**config.mk**
```make
export PLATFORM = sky130hd
export DESIGN_NAME = wave_timer16
export DESIGN_NICKNAME = d
export VERILOG_FILES = /design/src/rtl/wt_pkg.sv /design/src/rtl/wt_mode_decode.sv /design/src/rtl/wt_counter.sv /design/src/rtl/wt_cmp_buffer.sv /design/src/rtl/wt_flags_pwm.sv /design/src/rtl/wave_timer16.sv
export SDC_FILE = /design/constraint.sdc
export NUM_CORES = 1
export LEC_CHECK = 0
export CORE_ASPECT_RATIO = 1.1
export CORE_MARGIN = 4
export CORE_UTILIZATION = 38
export CTS_BUF_LIST = sky130_fd_sc_hd__clkbuf_2 sky130_fd_sc_hd__clkbuf_4 sky130_fd_sc_hd__clkbuf_8
export DETAILED_ROUTE_END_ITERATION = 8
export PLACE_DENSITY = 0.55
export SETUP_SLACK_MARGIN = 0.05
export SLEW_MARGIN = 20
export SYNTH_ARGS = -nofsm -noshare
export SYNTH_HDL_FRONTEND = slang
export SYNTH_SLANG_ARGS = --single-unit
```
**constraint.sdc**
```tcl
create_clock -name clk -period 8.75 [get_ports clk]
set_input_delay 1.75 -clock clk [delete_from_list [all_inputs] [get_ports clk]]
set_output_delay 1.75 -clock clk [all_outputs]
set_load 0.05 [all_outputs]
```
**src/rtl/wt_pkg.sv**
```systemverilog
package wt_pkg;
  typedef enum logic [2:0] {K_HOLD, K_NORMAL, K_CTC, K_FAST, K_DUAL} kind_e;
  typedef enum logic [1:0] {U_NOW, U_AT_TOP, U_AT_BOT} upd_e;
endpackage

```
**src/rtl/wt_mode_decode.sv**
```systemverilog
module wt_mode_decode import wt_pkg::*; #(
  parameter int W        = 16,
  parameter int LO_BITS  = 8,
  parameter int MID_BITS = 9,
  parameter int HI_BITS  = 10
) (
  input  logic [3:0]   mode,
  input  logic [W-1:0] ocr_a,
  input  logic [W-1:0] cap_b,
  output kind_e        kind,
  output upd_e         upd,
  output logic [W-1:0] top
);
  localparam int NFIX = 3;
  localparam int FIX_BITS [NFIX] = '{LO_BITS, MID_BITS, HI_BITS};
  localparam logic [W-1:0] MAXV = '1;

  logic [W-1:0] fixed_top [NFIX];

  genvar g;
  for (g = 0; g < NFIX; g++) begin : g_fix
    assign fixed_top[g] = W'((64'd1 << FIX_BITS[g]) - 64'd1);
  end

  always_comb begin
    kind = K_HOLD;
    upd  = U_NOW;
    top  = MAXV;
    unique case (mode)
      4'd0:  begin kind = K_NORMAL; upd = U_NOW;    top = MAXV;         end
      4'd1:  begin kind = K_DUAL;   upd = U_AT_TOP; top = fixed_top[0]; end
      4'd2:  begin kind = K_DUAL;   upd = U_AT_TOP; top = fixed_top[1]; end
      4'd3:  begin kind = K_DUAL;   upd = U_AT_TOP; top = fixed_top[2]; end
      4'd4:  begin kind = K_CTC;    upd = U_NOW;    top = ocr_a;        end
      4'd5:  begin kind = K_FAST;   upd = U_AT_BOT; top = fixed_top[0]; end
      4'd6:  begin kind = K_FAST;   upd = U_AT_BOT; top = fixed_top[1]; end
      4'd7:  begin kind = K_FAST;   upd = U_AT_BOT; top = fixed_top[2]; end
      4'd8:  begin kind = K_DUAL;   upd = U_AT_BOT; top = cap_b;        end
      4'd9:  begin kind = K_DUAL;   upd = U_AT_BOT; top = ocr_a;        end
      4'd10: begin kind = K_DUAL;   upd = U_AT_TOP; top = cap_b;        end
      4'd11: begin kind = K_DUAL;   upd = U_AT_TOP; top = ocr_a;        end
      4'd12: begin kind = K_CTC;    upd = U_NOW;    top = cap_b;        end
      4'd13: begin kind = K_HOLD;   upd = U_NOW;    top = MAXV;         end
      4'd14: begin kind = K_FAST;   upd = U_AT_BOT; top = cap_b;        end
      4'd15: begin kind = K_FAST;   upd = U_AT_BOT; top = ocr_a;        end
      default: ;
    endcase
  end
endmodule

```
**src/rtl/wt_counter.sv**
```systemverilog
module wt_counter import wt_pkg::*; #(
  parameter int W = 16
) (
  input  logic         clk,
  input  logic         rst,
  input  logic         tick,
  input  kind_e        kind,
  input  logic [W-1:0] top,
  output logic [W-1:0] count,
  output logic [W-1:0] nxt,
  output logic         step_up,
  output logic         step_dn
);
  localparam logic [W-1:0] ONE = W'(1);

  logic dn, nxt_dn;

  always_comb begin
    nxt     = count;
    nxt_dn  = dn;
    step_up = 1'b0;
    step_dn = 1'b0;
    unique case (kind)
      K_NORMAL: begin
        nxt = count + ONE;
        step_up = 1'b1;
      end
      K_CTC, K_FAST: begin
        nxt = (count == top) ? '0 : count + ONE;
        step_up = 1'b1;
      end
      K_DUAL: begin
        if (top == '0) begin
          nxt    = '0;
          nxt_dn = 1'b0;
        end else if (!dn) begin
          if (count >= top) begin
            nxt = count - ONE; nxt_dn = 1'b1; step_dn = 1'b1;
          end else begin
            nxt = count + ONE; step_up = 1'b1;
          end
        end else begin
          if (count == '0) begin
            nxt = ONE; nxt_dn = 1'b0; step_up = 1'b1;
          end else begin
            nxt = count - ONE; step_dn = 1'b1;
          end
        end
      end
      default: ;
    endcase
  end

  always_ff @(posedge clk) begin
    if (rst) begin
      count <= '0;
      dn    <= 1'b0;
    end else if (tick) begin
      count <= nxt;
      dn    <= nxt_dn;
    end
  end
endmodule

```
**src/rtl/wt_cmp_buffer.sv**
```systemverilog
module wt_cmp_buffer import wt_pkg::*; #(
  parameter int W = 16
) (
  input  logic         clk,
  input  logic         rst,
  input  logic         wr,
  input  logic [W-1:0] wdata,
  input  logic         tick,
  input  kind_e        kind,
  input  upd_e         upd,
  input  logic [W-1:0] nxt,
  input  logic [W-1:0] top,
  output logic [W-1:0] ocr_a
);
  logic [W-1:0] stage;
  logic         edge_hit;

  always_comb begin
    edge_hit = 1'b0;
    if (tick && kind != K_HOLD) begin
      unique case (upd)
        U_AT_TOP: edge_hit = (nxt == top);
        U_AT_BOT: edge_hit = (nxt == '0);
        default:  edge_hit = 1'b0;
      endcase
    end
  end

  always_ff @(posedge clk) begin
    if (rst) begin
      stage <= '0;
      ocr_a <= '0;
    end else begin
      if (wr) stage <= wdata;
      if (upd == U_NOW) ocr_a <= wr ? wdata : stage;
      else if (edge_hit) ocr_a <= stage;
    end
  end
endmodule

```
**src/rtl/wt_flags_pwm.sv**
```systemverilog
module wt_flags_pwm import wt_pkg::*; #(
  parameter int W = 16
) (
  input  logic         clk,
  input  logic         rst,
  input  logic         tick,
  input  kind_e        kind,
  input  logic [W-1:0] count,
  input  logic [W-1:0] nxt,
  input  logic         step_up,
  input  logic         step_dn,
  input  logic [W-1:0] top,
  input  logic [W-1:0] ocr_a,
  input  logic [1:0]   clr,
  output logic         ovf_evt,
  output logic         match_evt,
  output logic         ovf_flag,
  output logic         match_flag,
  output logic         pwm
);
  localparam logic [W-1:0] MAXV = '1;

  logic active;
  assign active = tick && (kind != K_HOLD);

  always_comb begin
    ovf_evt = 1'b0;
    if (active) begin
      unique case (kind)
        K_NORMAL, K_CTC: ovf_evt = (count == MAXV);
        K_FAST:          ovf_evt = (count == top);
        K_DUAL:          ovf_evt = step_dn && (nxt == '0);
        default:         ovf_evt = 1'b0;
      endcase
    end
  end

  assign match_evt = active && (nxt == ocr_a);

  always_ff @(posedge clk) begin
    if (rst) begin
      ovf_flag   <= 1'b0;
      match_flag <= 1'b0;
      pwm        <= 1'b0;
    end else begin
      if (ovf_evt)     ovf_flag <= 1'b1;
      else if (clr[0]) ovf_flag <= 1'b0;
      if (match_evt)   match_flag <= 1'b1;
      else if (clr[1]) match_flag <= 1'b0;
      if (active) begin
        if (kind == K_FAST) begin
          if (nxt == ocr_a)   pwm <= 1'b0;
          else if (nxt == '0) pwm <= 1'b1;
        end else if (kind == K_DUAL && nxt == ocr_a) begin
          if (step_up)      pwm <= 1'b0;
          else if (step_dn) pwm <= 1'b1;
        end
      end
    end
  end
endmodule

```
**src/rtl/wave_timer16.sv**
```systemverilog
module wave_timer16 import wt_pkg::*; #(
  parameter int W        = 16,
  parameter int LO_BITS  = 8,
  parameter int MID_BITS = 9,
  parameter int HI_BITS  = 10
) (
  input  logic         clk,
  input  logic         rst,
  input  logic         cnt_en,
  input  logic [3:0]   wgm_sel,
  input  logic         cmpa_wr,
  input  logic [W-1:0] cmpa_wdata,
  input  logic [W-1:0] capb_val,
  input  logic [1:0]   flag_clr,
  output logic [W-1:0] count_o,
  output logic         ovf_flag,
  output logic         match_flag,
  output logic         pwm_o
);
  kind_e        kind;
  upd_e         upd;
  logic [W-1:0] top, ocr_act, nxt;
  logic         step_up, step_dn, ovf_evt, match_evt;

  wt_mode_decode #(.W(W), .LO_BITS(LO_BITS), .MID_BITS(MID_BITS), .HI_BITS(HI_BITS)) u_dec (
    .mode(wgm_sel), .ocr_a(ocr_act), .cap_b(capb_val),
    .kind(kind), .upd(upd), .top(top)
  );

  wt_counter #(.W(W)) u_cnt (
    .clk(clk), .rst(rst), .tick(cnt_en), .kind(kind), .top(top),
    .count(count_o), .nxt(nxt), .step_up(step_up), .step_dn(step_dn)
  );

  wt_cmp_buffer #(.W(W)) u_cmp (
    .clk(clk), .rst(rst), .wr(cmpa_wr), .wdata(cmpa_wdata), .tick(cnt_en),
    .kind(kind), .upd(upd), .nxt(nxt), .top(top), .ocr_a(ocr_act)
  );

  wt_flags_pwm #(.W(W)) u_out (
    .clk(clk), .rst(rst), .tick(cnt_en), .kind(kind), .count(count_o),
    .nxt(nxt), .step_up(step_up), .step_dn(step_dn), .top(top),
    .ocr_a(ocr_act), .clr(flag_clr), .ovf_evt(ovf_evt), .match_evt(match_evt),
    .ovf_flag(ovf_flag), .match_flag(match_flag), .pwm(pwm_o)
  );
endmodule

```
-- After elaboration in Yosys (flattened, before gate mapping)
Index checks and enable logic that the tools add are counted.
- flip-flop bits (word level): 52
- input port bits: 42
- output and inout bits: 19
- word-level logic and storage cells: 104
- $add $sub $neg: 2
- magnitude comparators: 1
- eq/ne operators: 26
- muxes and demuxes: 36
- reductions and logical operators: 32
- operators by type and width (cell ; number):
    two-way mux 16 bit ; 8
    case mux 16 bit (6 select lines) ; 1
    equality test 16 bit ; 3
    logical NOT 16 bit ; 3
    case mux 16 bit (3 select lines) ; 1
    equality test 4 bit (second input constant) ; 8
    two-way mux 1 bit ; 21
    adder 16 x 1 -> 16 bit (second input constant) ; 1
    equality test 16 bit (second input constant) ; 1
    equality test 4 x 3 -> 1 bit (second input constant) ; 4
    >= comparator 16 bit ; 1
    subtractor 16 x 1 -> 16 bit (second input constant) ; 1
    case mux 3 bit (5 select lines) ; 1
    OR reduction 2 bit ; 7
    OR reduction 7 bit ; 2
    OR reduction 4 bit ; 3
    OR reduction 5 bit ; 2
    equality test 4 x 2 -> 1 bit (second input constant) ; 2
    nonzero test 2 bit ; 4
    equality test 3 x 2 -> 1 bit (second input constant) ; 2
    case mux 2 bit (3 select lines) ; 1
    nonzero test 3 bit ; 2
    equality test 4 x 1 -> 1 bit (second input constant) ; 1
    logical AND 1 bit ; 4
    other kinds (12) ; 13

-- Depth between registers and ports, before layout
- depth in word-level cells: 13
- gate-level depth with buffers: 23
- depth with buffers taken out: 18

-- By module
From an unflattened synthesis, not the netlist that was laid out.
- cell total of the unflattened synthesis: 723
- area, all modules: 5745.5 um2
- by module, submodules not included (module ; times used ; cells each ; area an instance (um2) ; sequential area each (um2)):
    wt_counter ; 1 ; 309 ; 2466.1 ; 340.3
    wt_cmp_buffer ; 1 ; 233 ; 2021.9 ; 640.6
    wt_flags_pwm ; 1 ; 102 ; 763.2 ; 60.1
    wt_mode_decode ; 1 ; 79 ; 494.2 ; 0.0

-- Worst setup path before layout
Ideal clock, no wire load.
- path type: input-to-reg
- start: in wgm_sel[3]
- end: reg u_cmp.ocr_a[10]
- library setup time: 0.122 ns
- data arrival time: 6.784 ns
- required time: 8.628 ns
- slack: 1.844 ns
- stages: 18
- path buffers: 4
- cells stage by stage: buf_2 > and3_1 > a2111oi_1 > ha_1 > nand4_1 > nor4_1 > or4_1 > or4_1 > buf_2 > buf_2 > a311oi_1 > nor2_1 > or4_1 > nor3_2 > a21o_1 > o22ai_2 > buf_6 > a221o_1
- longest elaborated chain between the ends: 12
- elaborated cells on any way between the ends: 55
- those cells by class: 1 x order compare; 23 x eq/ne; 11 x mux; 20 x reduce/logical
- ends and longest elaborated chain (item ; RTL line ; RTL):
    start, declared ; wave_timer16.sv:10 ; input logic [3:0] wgm_sel,
    equality test 4 x 3 -> 1 bit (tied with other cells) ; wt_mode_decode.sv:29 ; unique case (mode)
    OR reduction 4 bit (no line) / OR reduction 2 bit (equally long branches) ; n/a ;
    case mux 16 bit (6 select lines) ; wt_mode_decode.sv:29 ;
    >= comparator 16 bit ; wt_counter.sv:37 ; if (count >= top) begin
    two-way mux 16 bit ; wt_counter.sv:37 ;
    two-way mux 16 bit ; wt_counter.sv:36 ; end else if (!dn) begin
    two-way mux 16 bit ; wt_counter.sv:33 ; if (top == '0) begin
    case mux 16 bit (3 select lines) ; wt_counter.sv:23 ; unique case (kind)
    equality test 16 bit / logical NOT 16 bit (equally long branches) ; wt_cmp_buffer.sv:22, wt_cmp_buffer.sv:23 ;
    case mux 1 bit (2 select lines) ; wt_cmp_buffer.sv:21 ; unique case (upd)
    two-way mux 1 bit ; wt_cmp_buffer.sv:20 ; if (tick && kind != K_HOLD) begin
    nonzero test 2 bit (no line) ; n/a ;
    end signal, assigned ; wt_cmp_buffer.sv:35 ; if (upd == U_NOW) ocr_a <= wr ? wdata : stage;
    end signal, assigned ; wt_cmp_buffer.sv:36 ; else if (edge_hit) ocr_a <= stage;
    end, declared ; wt_cmp_buffer.sv:13 ; output logic [W-1:0] ocr_a
Several ways; a longest one is shown, not always the timed one.
A chain may end at the register's enable or synchronous reset.

-- Final worst setup path
- start: in wgm_sel[0]
- end: reg u_cmp.ocr_a[4]
Same word-level chain as after synthesis.

==> flow_summary.yaml <==
detailed_routing:
  vias_per_cell: 6.45
  antenna_left: 0
  drt-total-wl_um: 23900
  drt-initial-drc-count: 739
  first_pass_iters: 7
  wl_per_cell_um: 25.0
  remaining_drc_errors: 0
  vias: 6163
clocking:
  clock_sinks: 52
  cts-root-buf: "clkbuf_8"
  cts_htree_levels: 2
  cts_inserted_buffers: 5
  cts-resized-gates: 0
  cts_hold_buffers: 0
  path_clk_slew_ns: 0.10
  worstSkewPairLatency_ns: 0.34
  cts_post_setup_buffers_inserted: 0
  max-clock-path-buffers: 2
  cts_tree: "done"
synthesis:
  synth.most_common_cell: "nor2_1"
  postSynth.asyncResetShare_pct: 0
  synth_top_area_share_pct: 19.8
  syn_nets: 775
  synth_edf_count: 0
  yosys-top-cells-area: "dfxtp_1 20%, mux2i_1 5.7%, nor2_1 5.2%, xnor2_1 4.7%, ha_1 4.5%"
  synth_area_leader_cell: "dfxtp_1"
  ys_types: 81
  ys_seq_area_share_pct: 19.8
  syn_area_per_cell_sq_um: 7.38
  yosysWarnings: 0
  synth_commonest_cells: "73 x nor2_1, 55 x nand2_1, 52 x dfxtp_1, 47 x a21oi_1, 38 x clkbuf_1"
  ys_seq_elements: 52
  postSynthCellCount: 714
  syn_area_sq_um: 5270
  synth_ff_type: "dfxtp_1"
timing:
  fmax_mhz: 123
  grt_setup_unrepaired: "false"
  min_period_ns: 8.14
  max_slew_margin_pct: 33.5
  hold_ws_ns: 0.478
  fin_setup_tns_ns: 0
  finalWorstSetupSlack_ns: 0.610
  tightest_slew_ns: 0.985
  finalClockSkew_ns: 0.0101
  hold_viol: 0
  setup_viol: 0
  slew_viol_final: 0
  finalCritPeriodShare_pct: 93.0
global_routing:
  grt_pass1_wl_um: 36600
  grt_remaining_overflow: 0
  grt_start_max_net_pins: 40
  grt.total_usage_pct: 29.9
  antenna_found_initial: 1
  grt_pass1_vias: 6056
placed_design:
  routabilityCongestion: 1.00
  dp_slack_ns: 0.352
  io_buffers: 60
  hpwlAfterDp_um: 18600
die:
  rows: 44
  die_area_sq_um: 15800
  pin_count: 61
  coreArea_sq_um: 13400
  start_util_pct: 39.4
  die_w_um: 120
  die_h_um: 131
critical_path:
  critPathMaxFanout: 16
  critical-path-top-delay-family: "compound AO/OA/AOI/OAI gates"
  critical_path_required_ns: 8.98
  arrival_ns: 8.37
  path_class: "input pin to register"
  crit_path_max_incr_delay_ns: 0.94
  crit_buf_inv: 2
  critPathCaptureType: "register"
  critPathSlowestCell: "o41ai_1"
  crit_path_cell_trace: "clkdlybuf4s50_1 > or2_4 > o32a_1 > o22ai_1 > ha_1 > nand4_1 > nor4_1 > or4_1 > o41ai_1 > o2bb2ai_1 > xnor2_1 > a221oi_1 > o21ai_0 > buf_4 > o2111ai_1 > nor4_2 > o22ai_2 > a221o_1"
  cp-start-kind: "input pin"
layout:
  syn_to_final_growth_pct: 19.9
  layout.nets: 831
  layout-drive-gt1-share_pct: 9.47
  antenna_cells: 0
power:
  clkPwrFrac_pct: 19.6
  intPower_w: 0.000524
  finalPower_w: 0.000932
  power_density_nw_per_um2: 147
  seq_power_share_pct: 30.6
  switchingPower_w: 0.000407
  pwr-share-comb_pct: 49.8
  p_sw_share_pct: 43.7
  vdd_drop_max_mv: 0.0834
  power_leakage_nw: 2.36
hold_path:
  hp-class: "register to register"
run:
  cap_violations: 0
outcome:
  status: "finished, final reports clean"
## power groups by stage
stage | sequential (W) | clock (W) | combinational (W)
after floorplan | 0.000287 | 0 | 0.000282
after global placement | 0.000289 | 0 | 0.000453
after detailed placement | 0.000289 | 0 | 0.000450
after CTS | 0.000284 | 0.000190 | 0.000452
after global routing | 0.000287 | 0.000195 | 0.000493
final | 0.000285 | 0.000183 | 0.000464
## cell usage in the layout, fill, tap and decap left out, drive strengths merged, types with 5 or more instances in the layout
cell,n
nand2,55
clkdlybuf4s50,60
and2,22
a21o,9
or4,7
a221oi,6
nand4,20
nand2b,11
inv,16
and3,7
o211ai,10
nor2,74
a31oi,7
mux2i,30
nor3,24
a21oi,48
a2111oi,7
ha,19
a211oi,13
or2,5
o21ai,28
buf,42
nor4,17
nand3,25
a22oi,7
clkbuf,6
a221o,16
o22ai,15
dfxtp,52
xor2,11
or3,7
xnor2,28
## tightest hold or removal path, stage by stage, from the launching register on
cell and delay [ns]:
dfxtp_1 0.33, nand2b_1 0.06, a21oi_1 0.05
## per-stage QoR
stage	instances	area (sq um)	utilization, %
after floorplan	714	5270	-
after global placement	947	6210	46.4
after detailed placement	947	6210	46.4
after CTS	955	6320	47.2
after global routing	955	6320	47.2
final	955	6320	47.2
## area by class of cell
type	count	area, sq um
clock buffers	6	76.3
clock inverters	2	35.0
fillers	1414	7060
inverters	17	63.8
multi-input cells	592	3940
flip-flops and latches	52	1040
well taps	184	230
repair buffers	102	928
## worst paths after layout
| check | startpoint | endpoint | slack (ns) | cells past startpoint |
|---|---|---|---|---|
| min | u_out.ovf_flag | u_out.ovf_flag | 0.48 | 2 |
| min reg2reg | u_out.ovf_flag | u_out.ovf_flag | 0.48 | 2 |
| max reg2reg | u_cmp.ocr_a[8] | u_cmp.ocr_a[4] | 2.78 | 19 |
| max | wgm_sel[0] | u_cmp.ocr_a[4] | 0.61 | 18 |
## registers in the layout, indices dropped and copies added (netlist names)
| name | cells |
|---|---|
| u_cmp.ocr_a | 16 |
| u_cmp.stage | 16 |
| u_cnt.count | 16 |
| u_cnt.dn | 1 |
| u_out.match_flag | 1 |
| u_out.ovf_flag | 1 |
| u_out.pwm | 1 |
## cell families after synthesis
family / after synthesis / share of synthesized area, %
compound gates: 211 / 28.9
simple gates: 291 / 28.7
mux: 32 / 6.13
xor+xnor: 39 / 6.48
flops: 52 / 19.8
buf+inv: 70 / 5.49
fa+ha+maj: 19 / 4.51
## routing by layer
layer | share of wire, % | vias up | global-route usage, % | wire [um]
li1 | - | 2815 | - | -
met1 | 40 | 2914 | 37.5 | 9570
met4 | 5.2 | 2 | 12.8 | 1240
met2 | 47 | 338 | 49.9 | 11200
met5 | 0.054 | - | 0 | 13
met3 | 7.6 | 94 | 5.50 | 1810
Power figures use the tool's default switching activity.
